### src/rtl/pwr_pkg.sv
// Package: shared state encoding, register addresses and field positions
// for the power-state controller. Assumes DATA_W <= 32 where the test
// pattern is used.
package pwr_pkg;
    typedef enum logic [1:0] {
        ST_ACTIVE = 2'd0,
        ST_SLEEP1 = 2'd1,
        ST_SLEEP2 = 2'd2,
        ST_WAKING = 2'd3
    } pwr_state_t;

    localparam int unsigned A_CTRL    = 0;
    localparam int unsigned A_INTSTS  = 1;
    localparam int unsigned A_INTEN   = 2;
    localparam int unsigned A_TEST    = 3;
    localparam int unsigned A_SCRATCH = 4;

    localparam logic [1:0] MODE_D0 = 2'b00;
    localparam logic [1:0] MODE_D1 = 2'b01;
    localparam logic [1:0] MODE_D2 = 2'b10;
    localparam logic [1:0] WSTS_HIT = 2'b10;

    localparam int unsigned B_READY  = 2;
    localparam int unsigned B_PMEEN  = 3;
    localparam int unsigned B_WOLEN  = 4;
    localparam int unsigned B_WSTS   = 5;
    localparam int unsigned B_WSCLR  = 6;
    localparam int unsigned B_ERR    = 7;

    localparam int unsigned PHY_IDX = 0;
    localparam logic [31:0] TEST_PATTERN = 32'h8765_4321;
endpackage

### src/rtl/pwr_access_gate.sv
// Access gate: decides which host strobes are honoured given readiness
// and the low-power state, detects the wake write, and holds the
// write-arming flag that needs one honoured read after reset or wake.
// Assumes host_rd and host_wr are never high in the same cycle.
module pwr_access_gate
    import pwr_pkg::*;
#(
    parameter int ADDR_W = 3
) (
    input  logic              clk,
    input  logic              rst_n,
    input  logic [ADDR_W-1:0] addr,
    input  logic              rd_en,
    input  logic              wr_en,
    input  logic              ready,
    input  logic              low_power,
    output logic              rd_ok,
    output logic              wr_ok,
    output logic              wake_req,
    output logic              blocked,
    output logic              armed
);
    logic is_ctrl;
    logic is_test;

    // Address decode and honour decisions for this cycle.
    always_comb begin
        is_ctrl  = (addr == ADDR_W'(A_CTRL));
        is_test  = (addr == ADDR_W'(A_TEST));
        rd_ok    = rd_en && (ready || is_ctrl);
        wake_req = wr_en && low_power && is_test;
        wr_ok    = wr_en && ready && armed;
        blocked  = (rd_en && !rd_ok) || (wr_en && !ready && !wake_req);
    end

    // Write arming: cleared by reset and wake, set by any honoured read.
    always_ff @(posedge clk) begin
        if (!rst_n) begin
            armed <= 1'b0;
        end else if (wake_req) begin
            armed <= 1'b0;
        end else if (rd_ok) begin
            armed <= 1'b1;
        end
    end
endmodule

### src/rtl/pwr_fsm.sv
// Power-state sequencer: holds the current state, counts the clock
// restart delay after a wake, and drives ready and module clock enables.
// Assumes WAKE_DLY >= 1 and N_MOD >= 1.
module pwr_fsm
    import pwr_pkg::*;
#(
    parameter int WAKE_DLY = 4,
    parameter int N_MOD    = 3
) (
    input  logic             clk,
    input  logic             rst_n,
    input  logic             go_d1,
    input  logic             go_d2,
    input  logic             wake_req,
    output pwr_state_t       state,
    output logic             ready,
    output logic             low_power,
    output logic [N_MOD-1:0] clk_en
);
    localparam int CNT_W = $clog2(WAKE_DLY + 1);
    localparam logic [CNT_W-1:0] CNT_LAST = CNT_W'(WAKE_DLY - 1);

    logic [CNT_W-1:0] dly_cnt;
    logic             phy_run;
    logic             full_run;

    // State transitions and restart-delay counter.
    always_ff @(posedge clk) begin
        if (!rst_n) begin
            state   <= ST_ACTIVE;
            dly_cnt <= '0;
        end else begin
            case (state)
                ST_ACTIVE: begin
                    if (go_d1) begin
                        state <= ST_SLEEP1;
                    end else if (go_d2) begin
                        state <= ST_SLEEP2;
                    end
                end
                ST_SLEEP1, ST_SLEEP2: begin
                    if (wake_req) begin
                        state   <= ST_WAKING;
                        dly_cnt <= '0;
                    end
                end
                default: begin
                    if (dly_cnt == CNT_LAST) begin
                        state <= ST_ACTIVE;
                    end else begin
                        dly_cnt <= dly_cnt + 1'b1;
                    end
                end
            endcase
        end
    end

    // Status decode from the state.
    always_comb begin
        ready     = (state == ST_ACTIVE);
        low_power = (state == ST_SLEEP1) || (state == ST_SLEEP2);
        full_run  = (state == ST_ACTIVE) || (state == ST_WAKING);
        phy_run   = (state != ST_SLEEP2);
    end

    // One enable per module; the PHY-side module keeps its clock in D1.
    for (genvar g = 0; g < N_MOD; g++) begin : g_clken
        if (g == PHY_IDX) begin : g_phy
            assign clk_en[g] = phy_run;
        end else begin : g_other
            assign clk_en[g] = full_run;
        end
    end
endmodule

### src/rtl/pwr_regs.sv
// Register file: power-control fields, interrupt status and enable,
// scratch configuration word and the read multiplexer. Also forms the
// sleep requests, the event output and the interrupt line.
// Assumes the gate has already qualified rd_ok, wr_ok and blocked.
module pwr_regs
    import pwr_pkg::*;
#(
    parameter int ADDR_W = 3,
    parameter int DATA_W = 32
) (
    input  logic              clk,
    input  logic              rst_n,
    input  logic [ADDR_W-1:0] addr,
    input  logic [DATA_W-1:0] wdata,
    input  logic              rd_ok,
    input  logic              wr_ok,
    input  logic              blocked,
    input  logic              detect,
    input  logic [1:0]        mode_rd,
    input  logic              ready,
    output logic [DATA_W-1:0] rdata,
    output logic              go_d1,
    output logic              go_d2,
    output logic              pme_en,
    output logic              wol_en,
    output logic              int_en,
    output logic              pme_o,
    output logic              irq_o
);
    logic [1:0]        wsts;
    logic              acc_err;
    logic              pme_int;
    logic [DATA_W-1:0] scratch;
    logic [DATA_W-1:0] rd_mux;
    logic              wr_ctrl;
    logic              wr_ists;
    logic              wr_ien;
    logic              wr_scr;

    // Write strobes per register and sleep requests.
    always_comb begin
        wr_ctrl = wr_ok && (addr == ADDR_W'(A_CTRL));
        wr_ists = wr_ok && (addr == ADDR_W'(A_INTSTS));
        wr_ien  = wr_ok && (addr == ADDR_W'(A_INTEN));
        wr_scr  = wr_ok && (addr == ADDR_W'(A_SCRATCH));
        go_d1   = wr_ctrl && (wdata[1:0] == MODE_D1);
        go_d2   = wr_ctrl && (wdata[1:0] == MODE_D2);
    end

    // Enable bits and scratch word, written only by honoured writes.
    always_ff @(posedge clk) begin
        if (!rst_n) begin
            pme_en  <= 1'b0;
            wol_en  <= 1'b0;
            int_en  <= 1'b0;
            scratch <= '0;
        end else begin
            if (wr_ctrl) begin
                pme_en <= wdata[B_PMEEN];
                wol_en <= wdata[B_WOLEN];
            end
            if (wr_ien) begin
                int_en <= wdata[0];
            end
            if (wr_scr) begin
                scratch <= wdata;
            end
        end
    end

    // Sticky status bits: detection and blocked accesses set, W1C clears.
    always_ff @(posedge clk) begin
        if (!rst_n) begin
            wsts    <= MODE_D0;
            acc_err <= 1'b0;
            pme_int <= 1'b0;
        end else begin
            if (detect) begin
                wsts <= WSTS_HIT;
            end else if (wr_ctrl && wdata[B_WSCLR]) begin
                wsts <= 2'b00;
            end
            if (blocked) begin
                acc_err <= 1'b1;
            end else if (wr_ctrl && wdata[B_ERR]) begin
                acc_err <= 1'b0;
            end
            if (detect) begin
                pme_int <= 1'b1;
            end else if (wr_ists && wdata[0]) begin
                pme_int <= 1'b0;
            end
        end
    end

    // Read multiplexer; unhonoured reads return zero.
    always_comb begin
        rd_mux = '0;
        case (addr)
            ADDR_W'(A_CTRL): begin
                rd_mux[1:0]            = mode_rd;
                rd_mux[B_READY]        = ready;
                rd_mux[B_PMEEN]        = pme_en;
                rd_mux[B_WOLEN]        = wol_en;
                rd_mux[B_WSTS+1:B_WSTS] = wsts;
                rd_mux[B_ERR]          = acc_err;
            end
            ADDR_W'(A_INTSTS):  rd_mux[0] = pme_int;
            ADDR_W'(A_INTEN):   rd_mux[0] = int_en;
            ADDR_W'(A_TEST):    rd_mux = TEST_PATTERN[DATA_W-1:0];
            ADDR_W'(A_SCRATCH): rd_mux = scratch;
            default:            rd_mux = '0;
        endcase
        rdata = rd_ok ? rd_mux : '0;
    end

    // Event output and host interrupt.
    always_comb begin
        pme_o = (wsts == WSTS_HIT) && pme_en && wol_en;
        irq_o = pme_int && int_en;
    end
endmodule

### src/rtl/pwr_state_ctrl.sv
// Top: power-state controller for a memory-mapped peripheral. Wires the
// access gate, the state sequencer and the register file. Wake detection
// is armed only in D1. Assumes single-cycle host strobes.
module pwr_state_ctrl
    import pwr_pkg::*;
#(
    parameter int ADDR_W   = 3,
    parameter int DATA_W   = 32,
    parameter int N_MOD    = 3,
    parameter int WAKE_DLY = 4
) (
    input  logic              clk,
    input  logic              rst_n,
    input  logic [ADDR_W-1:0] host_addr,
    input  logic              host_rd,
    input  logic              host_wr,
    input  logic [DATA_W-1:0] host_wdata,
    output logic [DATA_W-1:0] host_rdata,
    input  logic              wake_frame_i,
    input  logic              magic_pkt_i,
    output logic              ready_o,
    output logic [N_MOD-1:0]  mod_clk_en_o,
    output logic              pme_o,
    output logic              irq_o
);
    pwr_state_t cur_state;
    logic       low_power;
    logic       rd_ok;
    logic       wr_ok;
    logic       wake_req;
    logic       blocked;
    logic       wr_armed;
    logic       go_d1;
    logic       go_d2;
    logic       detect;
    logic [1:0] mode_rd;
    logic       pme_en;
    logic       wol_en;
    logic       int_en;

    // Mode readback and D1-only detection.
    always_comb begin
        case (cur_state)
            ST_SLEEP1: mode_rd = MODE_D1;
            ST_SLEEP2: mode_rd = MODE_D2;
            default:   mode_rd = MODE_D0;
        endcase
        detect = (wake_frame_i || magic_pkt_i) && (cur_state == ST_SLEEP1);
    end

    pwr_access_gate #(.ADDR_W(ADDR_W)) u_gate (
        .clk       (clk),
        .rst_n     (rst_n),
        .addr      (host_addr),
        .rd_en     (host_rd),
        .wr_en     (host_wr),
        .ready     (ready_o),
        .low_power (low_power),
        .rd_ok     (rd_ok),
        .wr_ok     (wr_ok),
        .wake_req  (wake_req),
        .blocked   (blocked),
        .armed     (wr_armed)
    );

    pwr_fsm #(.WAKE_DLY(WAKE_DLY), .N_MOD(N_MOD)) u_fsm (
        .clk       (clk),
        .rst_n     (rst_n),
        .go_d1     (go_d1),
        .go_d2     (go_d2),
        .wake_req  (wake_req),
        .state     (cur_state),
        .ready     (ready_o),
        .low_power (low_power),
        .clk_en    (mod_clk_en_o)
    );

    pwr_regs #(.ADDR_W(ADDR_W), .DATA_W(DATA_W)) u_regs (
        .clk     (clk),
        .rst_n   (rst_n),
        .addr    (host_addr),
        .wdata   (host_wdata),
        .rd_ok   (rd_ok),
        .wr_ok   (wr_ok),
        .blocked (blocked),
        .detect  (detect),
        .mode_rd (mode_rd),
        .ready   (ready_o),
        .rdata   (host_rdata),
        .go_d1   (go_d1),
        .go_d2   (go_d2),
        .pme_en  (pme_en),
        .wol_en  (wol_en),
        .int_en  (int_en),
        .pme_o   (pme_o),
        .irq_o   (irq_o)
    );
endmodule

### config.mk
export PLATFORM = sky130hd
export DESIGN_NAME = pwr_state_ctrl
export DESIGN_NICKNAME = d
export VERILOG_FILES = /design/src/rtl/pwr_pkg.sv /design/src/rtl/pwr_access_gate.sv /design/src/rtl/pwr_fsm.sv /design/src/rtl/pwr_regs.sv /design/src/rtl/pwr_state_ctrl.sv
export SDC_FILE = /design/constraint.sdc
export NUM_CORES = 1
export LEC_CHECK = 0
export BUFFER_PORTS_ARGS = -buffer_cell sky130_fd_sc_hd__buf_2
export CAP_MARGIN = 20
export CELL_PAD_IN_SITES_DETAIL_PLACEMENT = 1
export CELL_PAD_IN_SITES_GLOBAL_PLACEMENT = 1
export CORE_MARGIN = 8
export CORE_UTILIZATION = 32
export CTS_CLUSTER_SIZE = 24
export DETAILED_ROUTE_END_ITERATION = 8
export GPL_TIMING_DRIVEN = 1
export PLACE_DENSITY_LB_ADDON = 0.25
export SLEW_MARGIN = 5
export SYNTH_ARGS = -nofsm -noshare
export SYNTH_HDL_FRONTEND = slang
export SYNTH_SLANG_ARGS = --single-unit
### constraint.sdc
create_clock -name clk -period 1.7 [get_ports clk]
set_clock_uncertainty 0.1 [all_clocks]
set_input_delay 0.255 -clock clk [delete_from_list [all_inputs] [get_ports clk]]
set_output_delay 0.255 -clock clk [all_outputs]
set_load 0.03 [all_outputs]
Word level (Yosys, flattened, before mapping)
Cells that the tools add are included.
{"block": "totals", "register_bits": 44, "inputBits": 41, "elab_cells": 85}
{"block": "op_classes", "n_addsub": 1, "n_eq_ne": 14, "mux": 19, "bitwise_logic": 2, "n_reduce_logical": 39}
{"operator": "$pmux 24 s2", "n": 1}
{"operator": "$mux 32", "n": 1}
{"operator": "$logic_and 1x1->1", "n": 21}
{"operator": "$pmux 7 s3", "n": 1}
{"operator": "$mux 2", "n": 6}
{"operator": "$eq 3x2->1 const B", "n": 3}
{"operator": "$pmux 2 s2", "n": 2}
{"operator": "$eq 2x2->1 const B", "n": 3}
{"operator": "$mux 3", "n": 2}
{"operator": "$pmux 3 s2", "n": 1}
{"operator": "$reduce_and 3->1", "n": 2}
{"operator": "$reduce_bool 2->1", "n": 3}
{"operator": "$logic_or 1x1->1", "n": 5}
{"operator": "$pmux 1 s5", "n": 1}
{"operator": "$eq 2x1->1 const B", "n": 2}
{"operator": "$mux 1", "n": 4}
{"operator": "$ne 2x2->1 const B", "n": 2}
{"operator": "$reduce_or 2->1", "n": 2}
{"operator": "$add 3x1->3 const B", "n": 1}
{"operator": "$eq 3x1->1 const B", "n": 1}
{"operator": "$eq 3x3->1 const B", "n": 1}
{"operator": "$logic_not 1->1", "n": 3}
{"operator": "$logic_not 3->1", "n": 1}
{"operator": "$ne 3x3->1 const B", "n": 1}
{"operator": "4 further kinds", "n": 5}

Depth between registers and ports, before layout
{"block": "logic_depth", "word_depth": 8, "ltp_mapped": 8, "ltp_nobuf": 6}

Hierarchy
Synthesis repeated with hierarchy kept, for this count alone.
{"block": "hier_totals", "cells_unflattened": 299, "area_unflattened_um2": 2427.3}
{"module": "pwr_regs", "n_inst": 1, "cells_each": 237, "area_per_inst_um2": 1888.1, "seq_area_each_um2": 760.7}
{"module": "pwr_fsm", "n_inst": 1, "cells_each": 47, "area_per_inst_um2": 411.6, "seq_area_each_um2": 100.1}
{"module": "pwr_access_gate", "n_inst": 1, "cells_each": 12, "area_per_inst_um2": 97.6, "seq_area_each_um2": 20.0}
{"module": "pwr_state_ctrl", "n_inst": 1, "cells_each": 3, "area_per_inst_um2": 30.0, "seq_area_each_um2": 0.0}

Worst setup path before layout
No wires, ideal clock.
{"block": "synth_path", "kind": "flip-flop to output port", "from": "register u_fsm.state[0]", "to": "output host_rdata[1]", "arrival_time_ns": 1.853, "required_time_ns": 1.345, "setup_slack_ns": -0.508, "stages_incl_launch_ff": 6, "n_path_buf": 0, "path_cell_list": "dfxtp_1 inv_1 ha_1 o21ai_1 or3_1 nor2_1"}
{"block": "synth_between", "elab_chain_len": 4, "word_cells_on_any_way": 8}
{"item": "start: declaration", "line_no": "pwr_fsm.sv:15", "source": "output pwr_state_t state,"}
{"item": "start signal: assignment", "line_no": "pwr_fsm.sv:30", "source": "state <= ST_ACTIVE;"}
{"item": "start signal: assignment", "line_no": "pwr_fsm.sv:36", "source": "state <= ST_SLEEP1;"}
{"item": "start signal: assignment", "line_no": "pwr_fsm.sv:38", "source": "state <= ST_SLEEP2;"}
{"item": "$logic_not 2->1", "line_no": "pwr_fsm.sv:60", "source": "ready = (state == ST_ACTIVE);"}
{"item": "via ready_o", "line_no": "pwr_state_ctrl.sv:21", "source": "output logic ready_o,"}
{"item": "$logic_or 1x1->1", "line_no": "pwr_access_gate.sv:30", "source": "rd_ok = rd_en && (ready || is_ctrl);"}
{"item": "$logic_and 1x1->1", "line_no": "pwr_access_gate.sv:30"}
{"item": "$mux 32", "line_no": "pwr_regs.sv:114", "source": "rdata = rd_ok ? rd_mux : '0;"}
{"item": "end: declaration", "line_no": "pwr_state_ctrl.sv:18", "source": "output logic [DATA_W-1:0] host_rdata,"}
The timed path passes the listed nets, and every way through them passes these cells.

Worst setup path after layout
{"block": "layout_path", "from": "register u_fsm.state[1]", "to": "output host_rdata[4]"}
{"block": "layout_between", "elab_chain_len": 4}
{"item": "$logic_not 2->1", "line_no": "pwr_fsm.sv:60"}
{"item": "$logic_or 1x1->1", "line_no": "pwr_access_gate.sv:30"}
{"item": "$logic_and 1x1->1", "line_no": "pwr_access_gate.sv:30"}
{"item": "$mux 32", "line_no": "pwr_regs.sv:114"}
Every way passes these cells.

==> qor.csv <==
stage;metric;value;unit
setup_path;cp.required;1.34;ns
routing;vias;2351;
placed_design;port_buffers;78;
timing;worst_pin_slew;0.3199;ns
routing;ant_nets;0;
pwr;power_switching;0.8447;mW
clock_tree;clkTransAtPathRegs;0.09;ns
synth;synth-seq-cells;44;
global_routing;grt_max_degree;32;
synth;synth_seq_area_share;37.41;%
worst_hold_path;hold_class;input port to register;
routing;drc;0;
synth;yosysWarnings;0;
routing;first_iter_violations;47;
clock_tree;hold_buffers;0;
routing;routed_via_density;4.769;
final_layout;utilization;49.12;%
setup_path;r2r-start;u_fsm.state[1]$_SDFFE_PN0P_;
setup_path;max_stage_delay;0.44;ns
timing;setup_viol;67;
global_routing;use_met1;18.49;%
worst_hold_path;hold_end;u_regs.scratch[20]$_SDFFE_PN0P_;
clock_tree;clock_path_buffers;2;
pwr;switching_share;32.93;%
placed_design;hpwl;5538;um
timing;fin_crit_sh;118.3;%
run_status;violations;setup timing;
pwr;p_clk_share;25.1;%
final_layout;drive_gt1_share;42.89;%
routing;routedWlPerCell;15.36;um
clock_tree;h-tree-depth;2;
pwr;power;2.565;mW
run_status;status;finished, violations left;
synth;syn_area;2355;um^2
run;drv_cap;0;
final_layout;area.sequential;883.3;um^2
floorplanning;core;7176;um^2
global_routing;use_met3;3.299;%
setup_path;rr_worst_depth;8;
pwr;power.density;727.7;nW/um^2
setup_path;critPathTopFamily;simple AND/OR/NAND/NOR gates;
pwr;combPwrFrac;32.3;%
pwr;intPower;1.720;mW
final_layout;fin_nets;442;
timing;fmax;497.3;MHz
global_routing;met2_usage;24.70;%
pwr;p_leak;1.409;nW
global_routing;grt_pass1_vias;2487;
global_routing;track_usage;14.87;%
global_routing;grt.busiest_layer;met2;
setup_path;path_cells;inv_2, ha_4, o21ai_4, or3_4, nor2_4, buf_6;
synth;synth_top_area_share;37.41;%
floorplanning;die_h;101.8;um
synth;synthArstFlopShare;0;%
setup_path;rrSetupSlack;-0.21;ns
clock_tree;clock_latency;0.30;ns
synth;synth.avg_cell_area;7.875;um^2
global_routing;grt_first_pass_wirelength;12210;um
setup_path;path_class;register to output port;
final_layout;final_cell_mix;66 x nand2_1, 56 x buf_2, 42 x dfxtp_1, 32 x a21boi_1, 32 x buf_6;
floorplanning;die_area;10360;um^2
timing;fin_ws;-0.3107;ns
setup_path;r2r-end;u_fsm.state[0]$_SDFFE_PN0P_;
timing;slew_viol_final;0;
timing;slew_headroom;78.37;%
timing;rsz0062_at_grt;yes;
synth;synth_cell_types;40;
setup_path;arrival;1.66;ns
floorplanning;initial_core_util;32.82;%
clock_tree;cts_tree;done;
timing;period_needed;2.011;ns
timing;hold_viol;0;
global_routing;antenna_found_initial;0;
worst_hold_path;hp-start;host_wdata[20];
setup_path;start_kind;register;
floorplanning;fp-row-count;31;
final_layout;fillCellCount;863;
placed_design;globalplace.congestion;0.7768;
clock_tree;cts-root-buf;clkbuf_8;
setup_path;cp_num_buf_inv;2;
setup_path;crit_fanout;5;
pwr;power_frac_seq;42.5;%
final_layout;layout_commonest_cell;nand2_1;
pwr;ir_drop;0.3994;mV
clock_tree;cts_sinks;44;
synth;syn-num-nets;347;
routing;first_pass_iters;4;
synth;synth_edf_count;0;
synth;synth-main-ff-cell;dfxtp_1;
synth;synthCells;299;
routing;routed_wl;7571;um
final_layout;antenna_cells;0;
clock_tree;cts_buffers;5;
worst_hold_path;holdPathStages;3;
setup_path;crit_slowest_cell;or3_4;
synth;yosys.area.top_type;dfxtp_1;
floorplanning;io_pins;79;
floorplanning;die-width;101.8;um
global_routing;gr-total-overflow;0;
setup_path;end_kind;output port;
synth;synth_area_leaders;dfxtp_1 37%, nand2_1 11%, a21boi_1 9.6%;
final_layout;area_growth;49.68;%
final_layout;multi_input_area;1539;um^2
[stage by stage]
step                      hold WS, ns  setup WS [ns]  std cells  instance area, um^2  setup TNS (ns)
after floorplan                0.2898       -0.04551        299                 2539         -0.2239
after global placement         0.3364        -0.1347        478                 3132          -3.779
after detailed placement       0.3431        -0.1527        478                 3132          -4.490
after CTS                     0.07846        -0.3586        488                 3349          -9.250
after global routing          0.07763        -0.3612        493                 3525          -15.06
final                         0.08708        -0.3107        493                 3525          -9.788
[worst max path at each step]
stage                     slack, ns                         from  cells past startpoint             to
after floorplan               -0.05                 host_addr[2]                      5  host_rdata[1]
after global placement        -0.13                 host_addr[2]                      6  host_rdata[1]
after detailed placement      -0.15                 host_addr[2]                      6  host_rdata[1]
after CTS                     -0.36  u_fsm.state[1]$_SDFFE_PN0P_                      6  host_rdata[4]
after global routing          -0.36  u_fsm.state[1]$_SDFFE_PN0P_                      6  host_rdata[6]
final                         -0.31  u_fsm.state[1]$_SDFFE_PN0P_                      6  host_rdata[4]
[per-layer routing]
metal,vias to the layer above,part of all wire [%],routed length (um)
li1,1173,-,-
met1,1125,45,3444
met2,49,49,3683
met3,4,4.7,359
met4,0,1.1,84
met5,-,0,0
[layout make-up]
type / instances / share of cell area (%)
well taps: 99 / 3.514
repair buffers: 112 / 24.71
clock buffers: 5 / 1.952
clock inverters: 2 / 0.3550
flip-flops and latches: 44 / 25.06
multi-input cells: 224 / 43.66
inverters: 7 / 0.7455
[Yosys cell counts (2+ instances only)]
cell       n
nor3_1     4
and2_1    14
buf_6      4
a21oi_1   14
or3_1      2
nand3b_1   2
buf_4      7
nand3_1    2
dfxtp_1   44
o21ai_0    9
nor2_2     2
or4_1      2
buf_2      2
inv_1      7
a21boi_0   8
nand2_1   68
clkbuf_1  11
nor2_1    26
ha_1       7
nor2b_1    4
mux2i_1   11
a21boi_1  30
nand4b_1   2
[flip-flops by register name, indices dropped and copies added, names as in the netlist]
signal          cells
u_regs.acc_err      1
u_regs.wsts         1
u_regs.pme_int      1
u_regs.scratch     32
u_fsm.state         2
u_gate.armed        1
u_fsm.dly_cnt       3
u_regs.wol_en       1
u_regs.pme_en       1
u_regs.int_en       1
[logic make-up (layout without fill, tap and decap cells)]
kind of cell / Yosys count / count (layout) / synth area share (%)
and+or+nand+nor: 136 / 136 / 26.67
AOI/OAI and AO/OA: 69 / 69 / 19.71
DFF: 44 / 44 / 37.41
buffers and inverters: 31 / 126 / 7.439
muxes: 11 / 11 / 4.676
adders and majority gates: 7 / 7 / 3.719
xor gates and xnor gates: 1 / 1 / 0.3720
[power groups by stage]
stage                     logic (mW)  registers, mW  clock network (mW)
final                          0.829           1.09               0.645
after floorplan                0.495           1.11                   0
after CTS                      0.771           1.09               0.670
after global routing           0.894           1.10               0.718
after detailed placement       0.724           1.11                   0
after global placement         0.711           1.11                   0
[worst min-delay path: cells and delay by family]
| family | cells | cell delay [ns] |
|---|---|---|
| AOI/OAI and AO/OA | 1 | 0.05 |
| buffers and inverters | 1 | 0.09 |
| and+or+nand+nor | 1 | 0.04 |
[what timing repair did]
item                                    in CTS  in global routing
resized for setup                           37                 46
cloned                                       0                  2
endpoints found under the setup margin      36                 71
pin swaps                                    5                  7
setup buffers                                3                  3
No activity file was read; power rests on OpenSTA's default activity.
